## src/rtl/perf_mon_pkg.sv

```systemverilog
`timescale 1ns/1ps
package perf_mon_pkg;
  localparam int unsigned REG_W = 32;
  localparam int unsigned SEL_W = 8;
  localparam int unsigned NUM_CNT = 3;  // index 0,1 general, 2 cycle
  // control word bit positions
  localparam int unsigned B_RUN = 0;
  localparam int unsigned B_CLR_GEN = 1;
  localparam int unsigned B_CLR_CYC = 2;
  localparam int unsigned B_DIV = 3;
  localparam int unsigned B_IEN = 4;
  localparam int unsigned B_FLAG = 8;
  localparam int unsigned B_SEL1 = 12;
  localparam int unsigned B_SEL0 = 20;
  localparam logic [SEL_W-1:0] CODE_EVERY_CLK = 8'hFF;

  typedef enum logic [1:0] {
    A_CTRL = 2'd0,
    A_CYC  = 2'd1,
    A_GEN0 = 2'd2,
    A_GEN1 = 2'd3
  } reg_addr_e;
endpackage

```

## src/rtl/pm_ctrl_reg.sv

```systemverilog
`timescale 1ns/1ps
module pm_ctrl_reg
  import perf_mon_pkg::*;
(
  input  logic                  clk_i,
  input  logic                  rst_ni,
  input  logic                  we_i,
  input  logic [REG_W-1:0]      wdata_i,
  input  logic [NUM_CNT-1:0]    ovf_i,
  output logic                  run_o,
  output logic                  div_o,
  output logic [NUM_CNT-1:0]    ien_o,
  output logic [NUM_CNT-1:0]    flag_o,
  output logic [1:0][SEL_W-1:0] sel_o,
  output logic                  clr_gen_o,
  output logic                  clr_cyc_o,
  output logic [REG_W-1:0]      rdata_o
);
  logic                  run_q, div_q;
  logic [NUM_CNT-1:0]    ien_q, flag_q, w1c;
  logic [1:0][SEL_W-1:0] sel_q;
  logic                  unused_wbits;

  assign unused_wbits = ^{wdata_i[31:28], wdata_i[11], wdata_i[7]};
  assign w1c       = we_i ? wdata_i[B_FLAG +: NUM_CNT] : '0;
  assign clr_gen_o = we_i & wdata_i[B_CLR_GEN];
  assign clr_cyc_o = we_i & wdata_i[B_CLR_CYC];

  always_ff @(posedge clk_i or negedge rst_ni) begin
    if (!rst_ni) begin
      run_q  <= 1'b0;
      div_q  <= 1'b0;
      ien_q  <= '0;
      flag_q <= '0;
      sel_q  <= '0;
    end else begin
      // a new overflow wins over a same-cycle clear
      flag_q <= (flag_q & ~w1c) | ovf_i;
      if (we_i) begin
        run_q    <= wdata_i[B_RUN];
        div_q    <= wdata_i[B_DIV];
        ien_q    <= wdata_i[B_IEN +: NUM_CNT];
        sel_q[0] <= wdata_i[B_SEL0 +: SEL_W];
        sel_q[1] <= wdata_i[B_SEL1 +: SEL_W];
      end
    end
  end

  assign run_o  = run_q;
  assign div_o  = div_q;
  assign ien_o  = ien_q;
  assign flag_o = flag_q;
  assign sel_o  = sel_q;
  assign rdata_o = {4'b0, sel_q[0], sel_q[1], 1'b0, flag_q, 1'b0, ien_q,
                    div_q, 2'b00, run_q};
endmodule

```

## src/rtl/pm_evt_counter.sv

```systemverilog
`timescale 1ns/1ps
module pm_evt_counter
  import perf_mon_pkg::*;
#(
  parameter int unsigned CNT_W   = 32,
  parameter int unsigned NUM_EVT = 64
) (
  input  logic               clk_i,
  input  logic               rst_ni,
  input  logic               run_i,
  input  logic [SEL_W-1:0]   sel_i,
  input  logic [NUM_EVT-1:0] evt_i,
  input  logic               clr_i,
  input  logic               wr_i,
  input  logic [CNT_W-1:0]   wdata_i,
  output logic [CNT_W-1:0]   cnt_o,
  output logic               ovf_o
);
  logic [CNT_W-1:0] cnt_q;
  logic             hit, inc;

  always_comb begin
    hit = (sel_i == CODE_EVERY_CLK);
    for (int i = 0; i < NUM_EVT; i++) begin
      if (sel_i == SEL_W'(i)) hit = hit | evt_i[i];
    end
  end

  assign inc   = run_i & hit & ~clr_i & ~wr_i;
  assign ovf_o = inc & (cnt_q == '1);

  always_ff @(posedge clk_i or negedge rst_ni) begin
    if (!rst_ni)   cnt_q <= '0;
    else if (clr_i) cnt_q <= '0;
    else if (wr_i)  cnt_q <= wdata_i;
    else if (inc)   cnt_q <= cnt_q + 1'b1;
  end

  assign cnt_o = cnt_q;
endmodule

```

## src/rtl/pm_cyc_counter.sv

```systemverilog
`timescale 1ns/1ps
module pm_cyc_counter #(
  parameter int unsigned CNT_W    = 32,
  parameter int unsigned DIV_LOG2 = 6
) (
  input  logic             clk_i,
  input  logic             rst_ni,
  input  logic             run_i,
  input  logic             div_i,
  input  logic             clr_i,
  input  logic             wr_i,
  input  logic [CNT_W-1:0] wdata_i,
  output logic [CNT_W-1:0] cnt_o,
  output logic             ovf_o
);
  logic [CNT_W-1:0]    cnt_q;
  logic [DIV_LOG2-1:0] pre_q;
  logic                tick, inc;

  always_ff @(posedge clk_i or negedge rst_ni) begin
    if (!rst_ni)     pre_q <= '0;
    else if (clr_i)  pre_q <= '0;
    else if (run_i)  pre_q <= pre_q + 1'b1;
  end

  assign tick  = run_i & (~div_i | (pre_q == '1));
  assign inc   = tick & ~clr_i & ~wr_i;
  assign ovf_o = inc & (cnt_q == '1);

  always_ff @(posedge clk_i or negedge rst_ni) begin
    if (!rst_ni)    cnt_q <= '0;
    else if (clr_i) cnt_q <= '0;
    else if (wr_i)  cnt_q <= wdata_i;
    else if (inc)   cnt_q <= cnt_q + 1'b1;
  end

  assign cnt_o = cnt_q;
endmodule

```

## src/rtl/perf_mon.sv

```systemverilog
`timescale 1ns/1ps
module perf_mon
  import perf_mon_pkg::*;
#(
  parameter int unsigned CNT_W    = 32,
  parameter int unsigned NUM_EVT  = 64,
  parameter int unsigned DIV_LOG2 = 6
) (
  input  logic               clk_i,
  input  logic               rst_ni,
  input  logic               reg_we_i,
  input  logic [1:0]         reg_addr_i,
  input  logic [REG_W-1:0]   reg_wdata_i,
  input  logic [NUM_EVT-1:0] evt_i,
  output logic [REG_W-1:0]   reg_rdata_o,
  output logic               irq_o
);
  logic                  glb_en, cyc_div, clr_gen, clr_cyc;
  logic [NUM_CNT-1:0]    irq_en, ovf_flag, ovf_pulse;
  logic [1:0][SEL_W-1:0] evt_sel;
  logic [1:0][CNT_W-1:0] evt_cnt;
  logic [CNT_W-1:0]      cyc_cnt;
  logic [REG_W-1:0]      ctrl_rdata;

  pm_ctrl_reg i_ctrl (
    .clk_i     (clk_i),
    .rst_ni    (rst_ni),
    .we_i      (reg_we_i && reg_addr_i == A_CTRL),
    .wdata_i   (reg_wdata_i),
    .ovf_i     (ovf_pulse),
    .run_o     (glb_en),
    .div_o     (cyc_div),
    .ien_o     (irq_en),
    .flag_o    (ovf_flag),
    .sel_o     (evt_sel),
    .clr_gen_o (clr_gen),
    .clr_cyc_o (clr_cyc),
    .rdata_o   (ctrl_rdata)
  );

  for (genvar g = 0; g < 2; g++) begin : g_gen
    pm_evt_counter #(.CNT_W(CNT_W), .NUM_EVT(NUM_EVT)) i_cnt (
      .clk_i   (clk_i),
      .rst_ni  (rst_ni),
      .run_i   (glb_en),
      .sel_i   (evt_sel[g]),
      .evt_i   (evt_i),
      .clr_i   (clr_gen),
      .wr_i    (reg_we_i && reg_addr_i == 2'(A_GEN0 + g)),
      .wdata_i (reg_wdata_i[CNT_W-1:0]),
      .cnt_o   (evt_cnt[g]),
      .ovf_o   (ovf_pulse[g])
    );
  end

  pm_cyc_counter #(.CNT_W(CNT_W), .DIV_LOG2(DIV_LOG2)) i_cyc (
    .clk_i   (clk_i),
    .rst_ni  (rst_ni),
    .run_i   (glb_en),
    .div_i   (cyc_div),
    .clr_i   (clr_cyc),
    .wr_i    (reg_we_i && reg_addr_i == A_CYC),
    .wdata_i (reg_wdata_i[CNT_W-1:0]),
    .cnt_o   (cyc_cnt),
    .ovf_o   (ovf_pulse[2])
  );

  always_comb begin
    unique case (reg_addr_i)
      A_CTRL:  reg_rdata_o = ctrl_rdata;
      A_CYC:   reg_rdata_o = REG_W'(cyc_cnt);
      A_GEN0:  reg_rdata_o = REG_W'(evt_cnt[0]);
      default: reg_rdata_o = REG_W'(evt_cnt[1]);
    endcase
  end

  assign irq_o = |(ovf_flag & irq_en);
endmodule

```

## config.mk

```make
export PLATFORM = sky130hd
export DESIGN_NAME = perf_mon
export DESIGN_NICKNAME = d
export VERILOG_FILES = /design/src/rtl/perf_mon_pkg.sv /design/src/rtl/pm_ctrl_reg.sv /design/src/rtl/pm_evt_counter.sv /design/src/rtl/pm_cyc_counter.sv /design/src/rtl/perf_mon.sv
export SDC_FILE = /design/constraint.sdc
export NUM_CORES = 1
export LEC_CHECK = 0
export BUFFER_PORTS_ARGS = -buffer_cell sky130_fd_sc_hd__buf_4
export CAP_MARGIN = 20
export CORE_AREA = 5 5 137 139
export CTS_CLUSTER_DIAMETER = 150
export CTS_CLUSTER_SIZE = 30
export DETAILED_ROUTE_END_ITERATION = 10
export DIE_AREA = 0 0 142 144
export GPL_TIMING_DRIVEN = 1
export PLACE_DENSITY = 0.76
export SYNTH_ARGS = -nofsm -noshare
export SYNTH_HDL_FRONTEND = slang
export SYNTH_SLANG_ARGS = --single-unit
```

## constraint.sdc

```tcl
create_clock -name clk_i -period 3 [get_ports clk_i]
set_clock_uncertainty 0.15 [all_clocks]
set_input_delay 0.6 -clock clk_i [delete_from_list [all_inputs] [get_ports clk_i]]
set_output_delay 0.6 -clock clk_i [all_outputs]
set_load 0.05 [all_outputs]
```

# Word level (Yosys, flattened, before mapping)
# Index checks and enable logic that the tools add are counted.
# op_classes
eq_ne	135
n_reduce_logical	12
muxes	141
bitwise	153
n_addsub	4
# op_table
op	n
$eq 8x6->1 const B	64
$mux 32	9
$eq 8x5->1 const B	32
$or 1x1->1	129
$eq 8x4->1 const B	16
$mux 1	128
$add 32x1->32 const B	3
$eq 32x32->1 const B	3
$pmux 32 s3	1
$eq 8x3->1 const B	8
$eq 8x2->1 const B	4
$eq 8x1->1 const B	2
$eq 8x8->1 const B	2
$logic_not 8->1	2
$and 1x1->1	14
$mux 6	2
$reduce_bool 3->1	3
$add 6x1->6 const B	1
$and 3x3->3	2
$eq 6x6->1 const B	1
$not 1->1	6
$eq 2x2->1 const B	2
$logic_and 1x1->1	4
$mux 3	1
6 further kinds	6
# totals
register_bits	126
out_inout_bits	33

# Logic depth before layout (Yosys ltp)
# logic_depth
depth_word	135
depth_mapped	13

# By module
# From an unflattened synthesis, not the netlist that was laid out.
# unflattened
hier_cells	1133
area_unflattened_um2	10522.6
# by_module_without_submodules
mod	instances	area_each_um2	seq_area_each_um2	cells_each
pm_evt_counter (g_gen[0].i_cnt)	1	3144.3	800.8	371
pm_evt_counter (g_gen[1].i_cnt)	1	2971.6	800.8	365
pm_cyc_counter	1	2318.5	950.9	261
pm_ctrl_reg	1	1226.2	600.6	89
perf_mon	1	862.1	0.0	47

# Worst setup path after synthesis
# No wires, ideal clock.
# synth_path
path_kind	input -> output
startpoint	input reg_addr_i[0]
endpoint	output reg_rdata_o[18]
slack_ns	0.162
path_stages	4
arrival_time_ns	2.088
path_cell_list	clkbuf_1 clkbuf_1 buf_1 mux4_2
# synth_between
elab_chain_len	2
word_cells_on_any_way	4
classes_between	2 x eq/ne; 1 x mux; 1 x reduce/logical
# synth_lines
element	line	source
from (decl)	perf_mon.sv:12	input logic [1:0] reg_addr_i,
$eq 2x2->1 (tied with other cells)	perf_mon.sv:69	unique case (reg_addr_i)
$pmux 32 s3 *	perf_mon.sv:69	
to (decl)	perf_mon.sv:15	output logic [REG_W-1:0] reg_rdata_o,
# Every way passes the cells marked *; elsewhere a longest branch is shown, timed or not.

# Worst setup path in the final report
# layout_path
startpoint	register i_ctrl.sel_q, in the netlist i_ctrl.rdata_o[15]
endpoint	register g_gen[1].i_cnt.cnt_q[14]
# layout_between
elab_chain_len	133
word_cells_on_any_way	197
classes_between	64 x eq/ne; 64 x mux; 67 x bitwise; 2 x reduce/logical
# layout_lines
element	line	source
from (decl)	pm_ctrl_reg.sv:21	logic [1:0][SEL_W-1:0] sel_q;
$eq 8x8->1	pm_evt_counter.sv:23	hit = (sel_i == CODE_EVERY_CLK);
$or 1x1->1	pm_evt_counter.sv:25	if (sel_i == SEL_W'(i)) hit = hit | evt_i[i];
$mux 1	pm_evt_counter.sv:25	
$or 1x1->1	pm_evt_counter.sv:25	
$mux 1	pm_evt_counter.sv:25	
$or 1x1->1	pm_evt_counter.sv:25	
$mux 1	pm_evt_counter.sv:25	
$or 1x1->1	pm_evt_counter.sv:25	
[115 not listed]	-	
$or 1x1->1	pm_evt_counter.sv:25	
$mux 1	pm_evt_counter.sv:25	
$or 1x1->1	pm_evt_counter.sv:25	
$mux 1	pm_evt_counter.sv:25	
$or 1x1->1	pm_evt_counter.sv:25	
$mux 1 *	pm_evt_counter.sv:25	
$and 1x1->1 * (3 in series)	pm_evt_counter.sv:29	assign inc = run_i & hit & ~clr_i & ~wr_i;
$reduce_bool 3->1 (no line) *	-	
to (signal assigned)	pm_evt_counter.sv:35	else if (wr_i) cnt_q <= wdata_i;
to (signal assigned)	pm_evt_counter.sv:36	else if (inc) cnt_q <= cnt_q + 1'b1;
to (decl)	pm_evt_counter.sv:19	logic [CNT_W-1:0] cnt_q;
# Marks and branches as above.
# A chain may end at the register's enable or synchronous reset.

==> impl.org <==
** Worst hold path
- The worst hold path terminates at g_gen[1].i_cnt.cnt_o[29]$_DFFE_PN0P_.
- Class of the tightest hold or removal check :: in -> reg
- Hold-critical path depth :: 3
- Hold path startpoint :: reg_wdata_i[29]

** Floorplan
- Horizontal extent of the die :: 142 um
- Vertical die dimension :: 144 um
- Die area :: 20450 sq um
- In this run the core area contains 49 standard-cell rows.
- Total I/O pin count :: 134
- For this configuration, the core starts out at a cell density of 53.63%.
- CORE AREA :: 17530 sq um

** Routing
- Starting DRC count in detailed routing :: 1111
- Using the TritonRoute via totals, the vias-per-cell ratio works out to 6.756.
- Total number of vias :: 9621
- Routed WL :: 33510 um
- Once detail routing completed, the nets flagged for antenna violations numbered 0.
- Before antenna repair, the detailed router went through 6 iterations.
- Wire length per cell :: 23.53 um
- Detailed-route DRC error count :: 0

** Critical path
- The worst register-to-register path ends at g_gen[1].i_cnt.cnt_o[14]$_DFFE_PN0P_.
- The worst setup path is captured at a flop.
- The largest individual stage delay along the critical path comes from the cell or4b_1.
- Data arrival time of the critical path :: 3070 ps
- By instance count, the cell type seen most on the critical path is buf_12.
- Slowest stage delay, CP :: 520 ps
- The critical path goes through buf_12, or4b_1, a21oi_1, o311ai_0, a32oi_2, nor4_4, buf_12, buf_12, nor4_2, xnor2_1, a21oi_1.
- Required time of the critical path :: 3130 ps
- Slack of the worst reg-to-reg path :: 60 ps
- WS Path Type :: reg -> reg
- Count of cells along the worst register-to-register path :: 11
- Crit path launch type :: flop
- Tracing the worst setup path back leads to its startpoint at i_ctrl.rdata_o[15]$_DFFE_PN0P_.
- The worst register-to-register path begins at i_ctrl.rdata_o[15]$_DFFE_PN0P_.
- Along the worst path, the maximum fanout reaches 30.

** Power
- Sequential group share of total power :: 33.4%
- Cell-internal power :: 4894 uW
- Ratio of total power to cell area :: 667.6 nW/um^2
- Part of the power in combinational logic :: 37.0%
- The clock network burns 29.6% of the power.
- In this run the power spent charging and discharging nets is 2923 uW.
- Switching fraction of total power :: 37.40%
- VDD sags by at most 0.0005129 V.
- Power after layout :: 7817 uW
- For this design the static power due to leakage is 0.004621 uW.

** GRT
- GR peak layer :: met2
- First-pass GRT wire length :: 51690 um
- All-Layer GR Usage :: 32.49%
- The initial antenna violation count was 1.
- GR Util met3 :: 6.878%
- Total global routing overflow :: 0
- For met2 alone, demand over resource in global routing was 50.78%.
- Largest net degree at the start of global routing :: 67
- Global routing consumed, on the met1 layer, 46.04% of the routing resources.
- The number of global-route vias before repair was 9153.

** STA
- Final Hold Viols :: 0
- After layout, the worst path uses 98.10% of the clock period.
- For this run, the top clock speed supported by timing is 0.3398 GHz.
- At the pin with the least slew margin, the transition time is 604.9 ps.
- Fin worst setup slack :: 57.05 ps
- Number of endpoints failing setup at the final stage :: 0
- Setup repair after global routing left no endpoint under its margin.
- Across all hold checks on the routed design, the worst slack comes to 265.2 ps.
- Period minus WS final :: 2943 ps
- The total count of max-transition violations in the final report is 0.
- In this run the tightest slew margin relative to its limit is 59.55%.

** Synth
- Synthesized netlist cell count :: 1044
- Register area share after synthesis :: 33.53%
- Yosys mapped a number of flops with a built-in enable equal to 0.
- Synthesized area per cell :: 9.008 sq um
- In the synthesized netlist the async set-or-reset flop fraction comes to 100.0%.
- For this run, the number of Yosys warnings is 0.
- Nets in the synthesized netlist :: 1149
- Summing every instance area after synthesis gives 9404 sq um.
- Synthesis-stage register bit count :: 126
- Top flip-flop cell by instance count after synthesis :: dfrtp_1
- The netlist uses 79 different library cells.

** Clock tree
- In this run the deepest clock path goes through 2 buffers.
- Root cell of the clock tree :: clkbuf_16
- Register clock-pin slew on the reported worst setup and hold paths :: 50 ps
- TritonCTS clock tree :: built
- The later pin in the worst-skew pair is clocked with a latency of 430 ps.
- Clock sink total :: 126
- TritonCTS buffer count :: 17
- The clock tree synthesis step divided the H-tree into 4 levels.
- After clock tree synthesis, the setup repair step added 0 buffers.

** Placement
- The count of buffers added on input and output ports is 133.
- HPWL after DPL :: 24650 um
- DP Area :: 10980 sq um
- At the end of routability-driven placement, the weighted congestion stood at 0.9697.
- Before CTS, the worst setup slack after placement is 14.64 ps.

** Finish
- Final antenna diode count :: 0
- The layout has 1424 filler cells.
- The final layout contains 1287 nets.
- Fraction of layout cells with a size suffix above 1 :: 27.87%
- Final design area excluding fillers :: 11710 sq um
- From synthesis to final layout, the design area changed by 24.51%.

** Run status
- The flow ran to the end, and the final reports show no timing, DRC or antenna violations.

** Flow run
- Max cap viols :: 0
[worst max path at each step]
stage,cells past startpoint,end
2_1_floorplan,4,reg_rdata_o[18]
3_3_place_gp,9,g_gen[0].i_cnt.cnt_o[1]$_DFFE_PN0P_
3_5_place_dp,8,g_gen[0].i_cnt.cnt_o[23]$_DFFE_PN0P_
4_1_cts,11,g_gen[1].i_cnt.cnt_o[20]$_DFFE_PN0P_
5_1_grt,11,g_gen[1].i_cnt.cnt_o[7]$_DFFE_PN0P_
6_report,11,g_gen[1].i_cnt.cnt_o[14]$_DFFE_PN0P_
[cell type report]
cell class,count,area [sq um],area share [%]
inverters,13,48.80,0.4168
flip-flops and latches,126,3158,26.97
repair buffers,207,1694,14.47
clock inverters,10,183.9,1.571
well taps,229,286.5,2.447
multi-input cells,817,5863,50.07
clock buffers,22,474.2,4.050
[registers in the layout, indices dropped and copies added, names as in the netlist]
name and flops:
i_cyc.cnt_o 32, g_gen.i_cnt.cnt_o 64, i_ctrl.flag_o 3, i_ctrl.div_o 1
i_cyc.pre_q 6, i_ctrl.rdata_o 16, i_ctrl.ien_o 3, i_ctrl.run_o 1
[cells by family after synthesis]
family | share of synthesized area [%]
AO/OA/AOI/OAI | 19.27
XOR/XNOR | 8.103
adder cells (fa/ha/maj) | 0.5322
buffers and inverters | 4.896
flip-flops | 33.53
multiplexers | 11.76
AND/OR/NAND/NOR | 21.91
[power groups by stage]
stage | Combinational (uW) | Sequential [uW] | Clock [uW]
finish | 2890 | 2610 | 2320
floorplan | 1940 | 2410 | 0
detailed placement | 2810 | 2610 | 0
global route | 3070 | 2660 | 2400
CTS | 2840 | 2590 | 2320
global placement | 2780 | 2590 | 0
[routing by layer]
| layer | wire (um) | up-vias |
|---|---|---|
| li1 | - | 4227 |
| met1 | 13720 | 4729 |
| met2 | 15460 | 572 |
| met3 | 3489 | 91 |
| met4 | 824 | 2 |
| met5 | 13 | - |
[worst max-delay path: cells and delay by family, from the launching register on]
kind / cells / cell delay [ps]
compound gates: 4 / 710
xor+xnor: 1 / 150
buf+inv: 3 / 490
flops: 1 / 400
simple gates: 3 / 880
[cells in the mapped netlist (4+ instances only)]
cell type	count	area share [%]
and4b_1	4	0.43
buf_4	4	0.32
nor2b_1	4	0.27
a21oi_1	74	3.9
o21ai_0	83	4.4
xnor2_1	65	6.1
nand3b_1	13	1.0
ha_1	4	0.53
dfrtp_1	126	34
inv_1	13	0.52
o211ai_1	5	0.40
xor2_1	22	2.0
mux2_2	31	3.7
buf_6	5	0.60
mux4_2	26	6.2
a22oi_1	5	0.40
mux2i_1	16	1.7
nand4_1	33	2.2
and2_1	9	0.60
and3_1	33	2.2
a221oi_1	5	0.47
nor3b_1	6	0.48
a31oi_1	36	2.4
a32oi_1	4	0.37
a211oi_1	26	2.1
and4_1	11	1.0
buf_1	8	0.32
nand2_1	73	2.9
a311oi_1	8	0.75
nor4_2	9	1.2
clkbuf_1	48	1.9
nor3_1	25	1.3
buf_2	23	1.2
nor2_1	54	2.2
nand3_1	55	2.9
a22o_1	10	0.93
and2b_1	5	0.40
[metrics by stage]
stage / utilization (%) / instances / setup TNS [ps]
floorplan: - / 1044 / 0
detailed placement: 62.63 / 1391 / 0
finish: 66.78 / 1424 / 0
CTS: 66.46 / 1424 / 0
global route: 66.78 / 1424 / 0
global placement: 62.63 / 1391 / -16.32
[cells in the final DEF (no fill, tap or decap), types with 7 or more instances in the layout]
master       n
dfrtp_1    122
clkbuf_16   17
mux2i_1     16
mux4_2      26
a311oi_1     7
nand2_1     72
mux2_2      31
nand4_1     33
buf_12      11
nand3b_1    13
xor2_1      22
o21ai_0     83
nor4_2       8
nor3_1      24
and3_1      33
a22o_1      10
and2_1       9
a211oi_1    26
buf_4      195
and4_1      11
inv_1       13
nor2_1      52
nand3_1     54
a21oi_1     74
xnor2_1     65
a31oi_1     33
[timing repair]
action / 4_1_cts / 5_1_grt
hold endpoints to repair: 22 / 0
hold buffers: 1 / 0
resized for setup: 2 / 12
endpoints found under the setup margin: 1 / 20
(Power assumes the default switching activity.)
